File: config.mk
export PLATFORM = sky130hd
export DESIGN_NAME = specLoadTable
export DESIGN_NICKNAME = d
export VERILOG_FILES = /design/src/rtl/sltPkg.sv /design/src/rtl/sltEntryArray.sv /design/src/rtl/sltControl.sv /design/src/rtl/specLoadTable.sv
export SDC_FILE = /design/constraint.sdc
export NUM_CORES = 2
export LEC_CHECK = 0
export CAP_MARGIN = 20
export CORE_MARGIN = 2
export CORE_UTILIZATION = 64
export CTS_CLUSTER_DIAMETER = 50
export DETAILED_ROUTE_END_ITERATION = 6
export DONT_BUFFER_PORTS = 1
export MAX_ROUTING_LAYER = met4
export PLACE_DENSITY = 0.8
export SETUP_SLACK_MARGIN = 0.4
export SLEW_MARGIN = 10
export SYNTH_ARGS = -nofsm -noshare
export SYNTH_HDL_FRONTEND = slang
export SYNTH_SLANG_ARGS = --single-unit
export TNS_END_PERCENT = 10
File: constraint.sdc
create_clock -name clk -period 13.1 [get_ports clk]
set_clock_uncertainty 0.05 [all_clocks]
set_input_delay 1.965 -clock clk [delete_from_list [all_inputs] [get_ports clk]]
set_output_delay 1.965 -clock clk [all_outputs]
set_load 0.02 [all_outputs]
File: src/rtl/sltPkg.sv
package sltPkg;
  // widest slot index the strobe can carry (up to 256 entries)
  localparam int unsigned IDX_MAX_W = 8;

  typedef struct packed {
    logic                 storeKill;  // apply store invalidation this cycle
    logic                 insert;     // write a record this cycle
    logic [IDX_MAX_W-1:0] insIdx;     // slot written by the insert
  } sltStrobe_t;
endpackage

File: src/rtl/sltEntryArray.sv
module sltEntryArray
  import sltPkg::*;
#(
  parameter int unsigned ENTRIES = 16,
  parameter int unsigned REG_W   = 7,
  parameter int unsigned ADDR_W  = 64,
  parameter int unsigned ALIGN_W = 3
) (
  input  logic               clk,
  input  logic               rstN,
  input  sltStrobe_t         strobe,
  input  logic [REG_W-1:0]   ldReg,
  input  logic [ADDR_W-1:0]  ldAddr,
  input  logic [ADDR_W-1:0]  stAddr,
  input  logic [REG_W-1:0]   chkReg,
  output logic [ENTRIES-1:0] validVec,
  output logic [ENTRIES-1:0] tagHitVec,
  output logic [ENTRIES-1:0] storeHitVec,
  output logic [ENTRIES-1:0] chkHitVec
);
  localparam int unsigned BLK_W = ADDR_W - ALIGN_W;

  logic [BLK_W-1:0] stBlk;
  logic [BLK_W-1:0] ldBlk;
  assign stBlk = stAddr[ADDR_W-1:ALIGN_W];
  assign ldBlk = ldAddr[ADDR_W-1:ALIGN_W];

  for (genvar i = 0; i < ENTRIES; i++) begin : gSlot
    logic             validQ;
    logic [REG_W-1:0] tagQ;
    logic [BLK_W-1:0] blkQ;
    logic             wrHere;

    assign wrHere         = strobe.insert && (strobe.insIdx == IDX_MAX_W'(i));
    assign validVec[i]    = validQ;
    assign tagHitVec[i]   = validQ && (tagQ == ldReg);
    assign storeHitVec[i] = validQ && (blkQ == stBlk);
    // a same-cycle store is older than the check, so it counts
    assign chkHitVec[i]   = validQ && (tagQ == chkReg) &&
                            !(strobe.storeKill && storeHitVec[i]);

    // insert has priority: invalidation is logically applied first
    always_ff @(posedge clk) begin
      if (!rstN)                                     validQ <= 1'b0;
      else if (wrHere)                               validQ <= 1'b1;
      else if (strobe.storeKill && storeHitVec[i])   validQ <= 1'b0;
    end

    always_ff @(posedge clk) begin
      if (wrHere) begin
        tagQ <= ldReg;
        blkQ <= ldBlk;
      end
    end
  end
endmodule

File: src/rtl/sltControl.sv
module sltControl
  import sltPkg::*;
#(
  parameter int unsigned ENTRIES = 16
) (
  input  logic               clk,
  input  logic               rstN,
  input  logic               ldValid,
  input  logic               stValid,
  input  logic               chkValid,
  input  logic               chkKind,
  input  logic [ENTRIES-1:0] validVec,
  input  logic [ENTRIES-1:0] tagHitVec,
  input  logic [ENTRIES-1:0] storeHitVec,
  input  logic [ENTRIES-1:0] chkHitVec,
  output sltStrobe_t         strobe,
  output logic               respValid,
  output logic               respReload,
  output logic               respRecover
);
  localparam int unsigned IDX_W = (ENTRIES > 1) ? $clog2(ENTRIES) : 1;
  localparam logic [IDX_W-1:0] LAST_IDX = IDX_W'(ENTRIES - 1);

  logic [ENTRIES-1:0] killMask;
  logic [ENTRIES-1:0] postValid;
  logic [IDX_W-1:0]   tagIdx;
  logic [IDX_W-1:0]   freeIdx;
  logic [IDX_W-1:0]   victim;
  logic [IDX_W-1:0]   rrPtr;
  logic               tagHit;
  logic               full;
  logic               replace;
  logic               chkHit;

  always_comb begin
    killMask  = stValid ? storeHitVec : '0;
    postValid = validVec & ~killMask;
    tagHit    = |tagHitVec;
    full      = &postValid;
    chkHit    = |chkHitVec;
    tagIdx    = '0;
    freeIdx   = '0;
    for (int i = ENTRIES - 1; i >= 0; i--) begin
      if (tagHitVec[i])  tagIdx  = IDX_W'(i);
      if (!postValid[i]) freeIdx = IDX_W'(i);   // lowest index wins
    end
    if (tagHit)     victim = tagIdx;
    else if (!full) victim = freeIdx;
    else            victim = rrPtr;
    replace          = ldValid && !tagHit && full;
    strobe.storeKill = stValid;
    strobe.insert    = ldValid;
    strobe.insIdx    = IDX_MAX_W'(victim);
  end

  always_ff @(posedge clk) begin
    if (!rstN)        rrPtr <= '0;
    else if (replace) rrPtr <= (rrPtr == LAST_IDX) ? '0 : rrPtr + 1'b1;
  end

  always_ff @(posedge clk) begin
    if (!rstN) begin
      respValid   <= 1'b0;
      respReload  <= 1'b0;
      respRecover <= 1'b0;
    end else begin
      respValid   <= chkValid;
      respReload  <= chkValid && !chkKind && !chkHit;
      respRecover <= chkValid &&  chkKind && !chkHit;
    end
  end
endmodule

File: src/rtl/specLoadTable.sv
module specLoadTable
  import sltPkg::*;
#(
  parameter int unsigned ENTRIES = 16,
  parameter int unsigned REG_W   = 7,
  parameter int unsigned ADDR_W  = 64,
  parameter int unsigned ALIGN_W = 3
) (
  input  logic              clk,
  input  logic              rstN,
  input  logic              ldValid,
  input  logic [REG_W-1:0]  ldReg,
  input  logic [ADDR_W-1:0] ldAddr,
  input  logic              stValid,
  input  logic [ADDR_W-1:0] stAddr,
  input  logic              chkValid,
  input  logic              chkKind,
  input  logic [REG_W-1:0]  chkReg,
  output logic              respValid,
  output logic              respReload,
  output logic              respRecover
);
  sltStrobe_t         strobe;
  logic [ENTRIES-1:0] validVec;
  logic [ENTRIES-1:0] tagHitVec;
  logic [ENTRIES-1:0] storeHitVec;
  logic [ENTRIES-1:0] chkHitVec;

  sltEntryArray #(
    .ENTRIES(ENTRIES), .REG_W(REG_W), .ADDR_W(ADDR_W), .ALIGN_W(ALIGN_W)
  ) uArray (
    .clk(clk), .rstN(rstN), .strobe(strobe),
    .ldReg(ldReg), .ldAddr(ldAddr), .stAddr(stAddr), .chkReg(chkReg),
    .validVec(validVec), .tagHitVec(tagHitVec),
    .storeHitVec(storeHitVec), .chkHitVec(chkHitVec)
  );

  sltControl #(.ENTRIES(ENTRIES)) uCtrl (
    .clk(clk), .rstN(rstN), .ldValid(ldValid), .stValid(stValid),
    .chkValid(chkValid), .chkKind(chkKind),
    .validVec(validVec), .tagHitVec(tagHitVec),
    .storeHitVec(storeHitVec), .chkHitVec(chkHitVec),
    .strobe(strobe), .respValid(respValid),
    .respReload(respReload), .respRecover(respRecover)
  );
endmodule

==> impl_results.md <==
- Remaining DRCs: 0
- Vias: 32730
- Highest Signal Layer: met4
- CP cell instances: inv_1, buf_4, o211ai_1, nor4_1, nand4_1, o21ai_0, nor3_1, a211o_1, a211oi_1, or3_1, and3b_4, buf_4
- Outcome: completed
- Post-DRT Antenna Nets: 0
- Post-synth ARST share: 0%
- Required @ worst endpoint: 13.36 ns
- Hold Crit Class: register to register
- Max incr delay on CP: 0.87 ns
- Sequential fraction of the synthesis area: 67.80%
- Maximum clock insertion buffer count: 3
- RSZ-0062 raised after global routing: false
- Critical Path Sink Type: register
- Gpl congestion: 1.069
- Hold_sp: uCtrl.rrPtr[2]
- Worst Path Arrival: 7.31 ns
- Die W: 280.3 um
- Pint: 5.883 mW
- # H-tree levels: 3
- First-pass GRT wire length: 257.1 mm
- Max-slew violations: 0
- Final hold vios: 0
- CTS tree: done
- Die height: 280.3 um
- R2R cell count: 11
- Clock tree root buffer cell: clkbuf_16
- Psw: 1.629 mW
- Worst Max-Slew Pin Slew: 1.320 ns
- Utilization after layout: 70.39%
- Number of port buffers: 0
- Inserted Clock Buffers: 120
- Hold Path Depth: 2
- Final period util: 53.81%
- Post_cts resized: 0
- Routed wire length per instance: 44.88 um
- DR WL met2: 82.08 mm
- Sequential group share of total power: 52.9%
- Reg2Reg Setup Slack: 7.05 ns
- Cells after Synth: 3247
- Post-CTS Repair Setup Buffers: 0
- Syn Nets: 3396
- Gr ovfl total: 0
- Worst slack at placement: 5.621 ns
- Clock sink count: 1111
- Vias in the first global route: 30570
- Switching part of the total: 21.69%
- M1 WL: 62.56 mm
- Clk network pwr share: 42.9%
- Top cell by count, worst path: buf_4
- Site Rows: 101
- Worst setup slack after layout: 6.050 ns
- Final setup TNS: 0 ns
- Initial antenna violation count: 32
- Power density cells: 140.8 nW/um^2
- DRT Pass-1 Iters: 6
- Pleak: 16.34 nW
- Final-report setup violation count: 0
- Overall power: 7.513 mW
- DIE AREA: 78580 sq um
- Initial Util: 64.45%
- Crit path launch: stAddr[8]
- Largest net degree at the start of global routing: 69
- Share of cells above drive strength 1: 8.398%
- MaxCap Viol Count: 0
- Starting DRT DRC Count: 6691
- Core Region: 75820 sq um
- Routed wl met3: 31.26 mm
- Yosys cell types: 76
- Mapped Area: 48870 sq um
- Synth warn: 0
- #FFs+latches synth: 1111
- Origin of the critical flop-to-flop path: uArray.gSlot[15].blkQ[48]
- Critical-path top delay cell: nor4_1
- Via-to-Cell Ratio: 7.538
- Num ports: 151
- Tot GR Track Use: 51.33%
- CTS clk-pin slew, worst paths: 0.06 ns
- Hold_buf cts: 0
- Crit path time final: 7.050 ns
- Most used DFF post-synth: edfxtp_1
- Final WL: 194.9 mm
- CP startpoint kind: input pin
- Syn_area_per_cell: 15.05 sq um
- Layout Nets: 3399
- Worst-skew pair later-pin latency: 0.72 ns
- Number of enable flip-flop cells after synthesis: 1088
- Max frequency: 141.8 MHz
- Crit path kind: input pin to register
- VDD IR max: 0.0001373 V
- Slew margin rel.: 11.18%
- Worst-path maximum fanout: 52
- Comb pwr share: 4.2%
- Min Hold Slack: 0.5077 ns
- Area Growth Syn to Fin: 9.217%
- HPWL after detailed placement: 116.9 mm
area by class of cell:
cell class | count | area [sq um]
clock inverters | 72 | 576.8
clock buffers | 146 | 3142
inverters | 107 | 404.1
fillers | 4974 | 22450
flip-flops and latches | 1111 | 33130
well taps | 978 | 1224
multi-input cells | 1875 | 14570
diodes | 18 | 45.04
repair buffers | 35 | 275.3
critical path, delay by kind of cell:
family / cells / cell delay, ns
buf+inv: 3 / 1.31
compound gates: 4 / 1.54
simple gates: 5 / 2.44
layer usage:
metal | global-route usage (%) | vias to the layer above
li1 | - | 12270
met1 | 62.54 | 16140
met2 | 71.72 | 3463
met3 | 17.04 | 852
met4 | 37.54 | 0
met5 | - | -
placed cells by master, fill, tap and decap left out, types with 43 or more instances in the layout:
master	Yosys	routed
xnor2_1	655	655
o22ai_1	66	66
edfxtp_1	1088	1088
nor4_1	133	128
inv_1	77	77
clkbuf_16	0	121
nand2b_1	109	109
nor2_1	50	43
nand4_1	198	198
xor2_1	258	258
worst paths after layout:
path,endpoint
min reg2reg,uCtrl.rrPtr[3]
max reg2reg,uArray.gSlot[7].blkQ[53]
min,uCtrl.rrPtr[3]
max,uArray.gSlot[8].tagQ[6]
flip-flops by register name, summed over array words and instances, names as in the netlist:
signal and cells:
uArray.gSlot.blkQ 976, uArray.gSlot.tagQ 112, uArray.gSlot.validQ 16, uCtrl.respRecover 1, uCtrl.respReload 1, uCtrl.respValid 1, uCtrl.rrPtr 4
synth_stat cells, types with 28 or more instances:
master | count | area share (%)
nor4_1 | 133 | 1.7
edfxtp_1 | 1088 | 67
nor3_1 | 28 | 0.29
nor2_1 | 50 | 0.38
nand4_1 | 198 | 2.5
buf_2 | 96 | 0.98
nand2b_1 | 109 | 1.4
xor2_1 | 258 | 4.6
inv_1 | 77 | 0.59
xnor2_1 | 655 | 12
o2bb2ai_1 | 42 | 0.75
o2111ai_1 | 36 | 0.65
a22o_1 | 41 | 0.73
o22ai_1 | 66 | 0.84
stage by stage:
stage               std cells  area (sq um)
floorplan                3247         48870
global placement         4100         49540
detailed placement       4102         49560
CTS                      4320         53270
global route             4331         53340
finish                   4342         53370
kinds of logic after synthesis:
family | Yosys count | share of synthesized area, %
flops | 1111 | 67.80
xor+xnor | 913 | 16.36
simple gates | 618 | 7.579
compound gates | 341 | 5.538
buf+inv | 261 | 2.655
mux | 2 | 0.04097
fa+ha+maj | 1 | 0.02560
power by group through the flow:
stage / clock [mW] / combinational (mW) / sequential [mW]
finish: 3.22 / 0.319 / 3.97
global route: 3.34 / 0.336 / 3.97
CTS: 3.21 / 0.311 / 3.97
detailed placement: 0 / 0.308 / 4.05
global placement: 0 / 0.299 / 4.04
floorplan: 0 / 0.301 / 4.05
(Power assumes the default switching activity.)
